### src/rtl/shiftadd_mul_pkg.sv
package shiftadd_mul_pkg;

    typedef enum logic [1:0] {
        ST_IDLE = 2'd0,
        ST_RUN  = 2'd1,
        ST_DONE = 2'd2
    } mul_state_e;

    typedef struct packed {
        logic load;
        logic step;
    } mul_ctl_t;

    function automatic int unsigned cnt_width(input int unsigned steps);
        return (steps > 1) ? $clog2(steps) : 1;
    endfunction

endpackage

### src/rtl/shiftadd_mul_ctrl.sv
module shiftadd_mul_ctrl
    import shiftadd_mul_pkg::*;
#(
    parameter int unsigned W = 8
) (
    input  logic     clk,
    input  logic     rst_n,
    input  logic     go,
    output mul_ctl_t ctl,
    output logic     ready,
    output logic     done
);
    localparam int unsigned CW = cnt_width(W);
    localparam logic [CW-1:0] LAST_STEP = CW'(W - 1);

    mul_state_e      st_q;
    logic [CW-1:0]   step_q;

    always_ff @(posedge clk) begin
        if (!rst_n) begin
            st_q   <= ST_IDLE;
            step_q <= '0;
        end else begin
            unique case (st_q)
                ST_IDLE, ST_DONE: begin
                    if (go) begin
                        st_q   <= ST_RUN;
                        step_q <= '0;
                    end
                end
                ST_RUN: begin
                    step_q <= step_q + 1'b1;
                    if (step_q == LAST_STEP) begin
                        st_q <= ST_DONE;
                    end
                end
                default: st_q <= ST_IDLE;
            endcase
        end
    end

    always_comb begin
        ctl.load = go && (st_q != ST_RUN);
        ctl.step = (st_q == ST_RUN);
        ready    = (st_q != ST_RUN);
        done     = (st_q == ST_DONE);
    end

endmodule

### src/rtl/shiftadd_mul_dp.sv
module shiftadd_mul_dp
    import shiftadd_mul_pkg::*;
#(
    parameter int unsigned W = 8
) (
    input  logic           clk,
    input  logic           rst_n,
    input  mul_ctl_t       ctl,
    input  logic [W-1:0]   mcand_in,
    input  logic [W-1:0]   mplier_in,
    output logic [2*W-1:0] prod
);
    localparam int unsigned PW = 2 * W;

    logic [PW-1:0] acc_q;
    logic [W-1:0]  mcand_q;
    logic [W-1:0]  addend;
    logic [W:0]    upper_sum;
    logic [PW-1:0] acc_nxt;

    always_comb begin
        addend    = acc_q[0] ? mcand_q : '0;
        upper_sum = {1'b0, acc_q[PW-1:W]} + {1'b0, addend};
        acc_nxt   = {upper_sum, acc_q[W-1:1]};
    end

    always_ff @(posedge clk) begin
        if (!rst_n) begin
            acc_q   <= '0;
            mcand_q <= '0;
        end else if (ctl.load) begin
            acc_q   <= {{W{1'b0}}, mplier_in};
            mcand_q <= mcand_in;
        end else if (ctl.step) begin
            acc_q   <= acc_nxt;
        end
    end

    assign prod = acc_q;

endmodule

### src/rtl/shiftadd_mul.sv
module shiftadd_mul
    import shiftadd_mul_pkg::*;
#(
    parameter int unsigned W = 8
) (
    input  logic           clk,
    input  logic           rst_n,
    input  logic           go,
    input  logic [W-1:0]   mcand_in,
    input  logic [W-1:0]   mplier_in,
    output logic           ready,
    output logic [2*W-1:0] prod,
    output logic           done
);
    mul_ctl_t ctl;

    shiftadd_mul_ctrl #(.W(W)) u_ctrl (
        .clk   (clk),
        .rst_n (rst_n),
        .go    (go),
        .ctl   (ctl),
        .ready (ready),
        .done  (done)
    );

    shiftadd_mul_dp #(.W(W)) u_dp (
        .clk       (clk),
        .rst_n     (rst_n),
        .ctl       (ctl),
        .mcand_in  (mcand_in),
        .mplier_in (mplier_in),
        .prod      (prod)
    );

endmodule

### config.mk
export PLATFORM = sky130hd
export DESIGN_NAME = shiftadd_mul
export DESIGN_NICKNAME = d
export VERILOG_FILES = /design/src/rtl/shiftadd_mul_pkg.sv /design/src/rtl/shiftadd_mul_ctrl.sv /design/src/rtl/shiftadd_mul_dp.sv /design/src/rtl/shiftadd_mul.sv
export SDC_FILE = /design/constraint.sdc
export NUM_CORES = 1
export LEC_CHECK = 0
export ABC_AREA = 1
export BUFFER_PORTS_ARGS = -buffer_cell sky130_fd_sc_hd__buf_2
export CORE_MARGIN = 4
export CORE_UTILIZATION = 53
export CTS_CLUSTER_DIAMETER = 200
export DETAILED_ROUTE_END_ITERATION = 8
export GPL_ROUTABILITY_DRIVEN = 0
export PLACE_DENSITY = 0.78
export REMOVE_ABC_BUFFERS = 1
export SLEW_MARGIN = 20
export SYNTH_ARGS = -nofsm -noshare
export SYNTH_HDL_FRONTEND = slang
export SYNTH_SLANG_ARGS = --single-unit
### constraint.sdc
create_clock -name clk -period 2.2 [get_ports clk]
set_clock_uncertainty 0.2 [all_clocks]
set_input_delay 0.66 -clock clk [delete_from_list [all_inputs] [get_ports clk]]
set_output_delay 0.66 -clock clk [all_outputs]
set_load 0.005 [all_outputs]
==> results.py <==
metrics = {
    "die": {
        "die_area_sq_um": 4057,
        "start_util_pct": 57.63,
        "die_h_um": 63.70,
        "placeableCoreArea_sq_um": 2853,
        "io_pins": 37,
        "row_count": 19,
        "die_w_um": 63.70,
    },
    "drt": {
        "m1WireLength_um": 1642,
        "drt-pass1-iter-count": 4,
        "drtIter0Drc": 108,
        "antenna_left": 0,
        "routedWlPerCell_um": 11.23,
        "wirelength_um": 3426,
        "wl_met2_um": 1478,
        "drc": 0,
        "highest_layer": "met4",
        "via_count": 1512,
        "via_per_inst": 4.957,
        "wl_met3_um": 255,
    },
    "final_layout": {
        "fin_area_sq_um": 1878,
        "final_cells": 305,
        "multi_input_area_sq_um": 837.1,
        "syn_to_final_growth_pct": 14.23,
        "final-seq-area_sq_um": 581.8,
        "final_net_count": 303,
        "num_antenna_cells": 0,
        "layout-drive-gt1-share_pct": 20.07,
        "fillCellCount": 266,
    },
    "clock_tree": {
        "cts_tree": "built",
        "clkLatencyLatePin_ps": 330,
        "cts_made_buffers": 5,
        "clock-sinks": 29,
        "path_clk_slew_ps": 100,
        "cts_root_buffer": "clkbuf_4",
        "cts_resized": 0,
        "postCtsSetupBuffers": 0,
        "hold_buffers": 0,
        "clockBufferDepth": 2,
        "h-tree-depth": 2,
    },
    "critical_path": {
        "cp_max_fo": 17,
        "r2r-start": "u_dp.prod[0]",
        "start_kind": "flop",
        "arrival_ps": 1090,
        "worst_r2r_path_depth": 12,
        "crit_type": "reg -> out",
        "end_kind": "primary output",
        "worst-path-buf-inv": 1,
        "reg2reg_to": "u_dp.prod[13]",
        "crit_required_ps": 1340,
        "cp_top_family": "flip-flops",
        "r2r_setup_slack_ps": 280,
        "max_stage_delay_ps": 410,
        "path_cells": "nand2_4 > buf_2",
        "slowest_stage": "dfxtp_1",
    },
    "timing": {
        "clock.fmax_mhz": 511.9,
        "worst_slack_ps": 246.5,
        "timing.final.max_slew_violations": 0,
        "finalCritPeriodShare_pct": 88.80,
        "setup_viol": 0,
        "max_slew_margin_pct": 75.90,
        "setup_tns_ps": 0,
        "final.min_clock_period_ps": 1953,
        "hold_ws_ps": 272.8,
        "tightest_slew_ps": 361.5,
        "rsz0062_at_grt": "false",
        "finalHoldViolCount": 0,
    },
    "yosys": {
        "yosys_warnings": 0,
        "netlist_area_sq_um": 1644,
        "syn-mean-instance-area_sq_um": 6.937,
        "seq_area_frac_synth_pct": 35.31,
        "yosys.area.top_type": "dfxtp_1",
        "synth.area.top_cells": "dfxtp_1 35%, nand2_1 13%, inv_1 8.7%, nor2_1 7.8%, ha_1 7.6%",
        "synth_top_area_share_pct": 35.31,
        "synth_seq_cells": 29,
        "synth_cells": 237,
        "synth_cell_type_count": 25,
    },
    "place": {
        "place_inst": 297,
        "dp_slack_ps": 232.7,
        "dp_hpwl_um": 2480,
        "dpl-instance-area_sq_um": 1792,
        "io_buffers": 36,
    },
    "run_status": {
        "status": "finished, final reports clean",
    },
    "power": {
        "p_per_area_nw_per_um2": 654.4,
        "ir_drop_uv": 426.4,
        "leakage_nw": 1.079,
    },
    "run": {
        "maxCapViolCount": 0,
    },
    "global_route": {
        "grt_pass1_vias": 1418,
        "overflow": 0,
        "antenna_found_initial": 0,
        "grt_usage_pct": 18.25,
        "grt_max_degree": 22,
        "grt_pass1_wl_um": 5940,
    },
    "min_path": {
        "whs_path_depth": 1,
        "min_from": "u_ctrl.step_q[0]",
        "min_to": "u_ctrl.step_q[0]",
        "hold_path.class": "reg -> reg",
    },
}
flip-flops by register name (all words and copies together) (netlist names):
name / count
u_ctrl.st_q: 2
u_dp.prod: 16
u_ctrl.step_q: 3
u_dp.mcand_q: 8
cells in the mapped netlist:
master / count
a211oi_1: 1
ha_1: 10
nand2_4: 3
nand3b_1: 2
clkbuf_8: 1
inv_1: 38
o211ai_1: 1
nand3_1: 15
o221ai_1: 2
fa_1: 1
nor2_1: 34
o211ai_2: 1
dfxtp_1: 29
buf_8: 1
nand2_1: 57
buf_2: 1
or2_1: 2
inv_4: 2
o21ai_0: 17
nand2_2: 1
or2_4: 1
or2_2: 3
buf_6: 3
clkbuf_1: 1
a21oi_1: 10
power breakdown:
group / leakage, nW / total [mW] / internal, mW / switching [mW]
combinational: 0.795 / 0.181 / 0.0727 / 0.108
clock: 0.0455 / 0.468 / 0.271 / 0.196
sequential: 0.238 / 0.580 / 0.558 / 0.0226
total: 1.08 / 1.23 / 0.902 / 0.327
layout make-up:
class,count,share of cell area (%)
multi-input cells,161,44.57
clock buffers,7,2.931
well taps,31,2.065
clock inverters,1,1.599
flip-flops and latches,29,30.98
repair buffers,36,9.594
inverters,40,8.261
metal layers:
metal	vias to the layer above	global-route usage (%)
li1	805	-
met2	41	28.55
met5	-	0
met3	6	6.394
met1	660	23.19
met4	0	6.199
cell families (layout without fill, tap and decap cells):
| logic type | after synthesis | after routing | synth area share, % |
|---|---|---|---|
| AO/OA/AOI/OAI | 32 | 32 | 10.96 |
| adder cells (fa/ha/maj) | 11 | 11 | 8.828 |
| buffers and inverters | 47 | 84 | 13.77 |
| flip-flops | 29 | 29 | 35.31 |
| AND/OR/NAND/NOR | 118 | 118 | 31.13 |
cell usage in the layout, fill, tap and decap left out, drive strengths merged, types with 6 or more instances in the layout:
master	Yosys	final
a21oi	10	10
buf	5	36
clkbuf	2	7
dfxtp	29	29
ha	10	10
inv	40	40
nand2	61	61
nand3	15	15
nor2	34	34
o21ai	17	17
or2	6	6
worst max path at each step:
stage	from	to	slack (ps)	cells after the start
3_5_place_dp	u_dp.prod[0]	u_dp.prod[13]	230	12
5_1_grt	u_dp.prod[0]	u_dp.prod[13]	50	12
4_1_cts	u_dp.prod[0]	u_dp.prod[13]	210	12
3_3_place_gp	u_dp.prod[0]	u_dp.prod[13]	300	12
6_report	u_ctrl.st_q[0]	ready	250	2
2_1_floorplan	u_dp.prod[0]	u_dp.prod[13]	360	12
through the flow:
| step | util [%] | power (mW) |
|---|---|---|
| 2_1_floorplan | - | 0.7065 |
| 3_3_place_gp | 62.81 | 0.7704 |
| 3_5_place_dp | 62.81 | 0.7729 |
| 4_1_cts | 65.79 | 1.237 |
| 5_1_grt | 65.83 | 1.289 |
| 6_report | 65.83 | 1.229 |
Power figures use the tool's default switching activity.
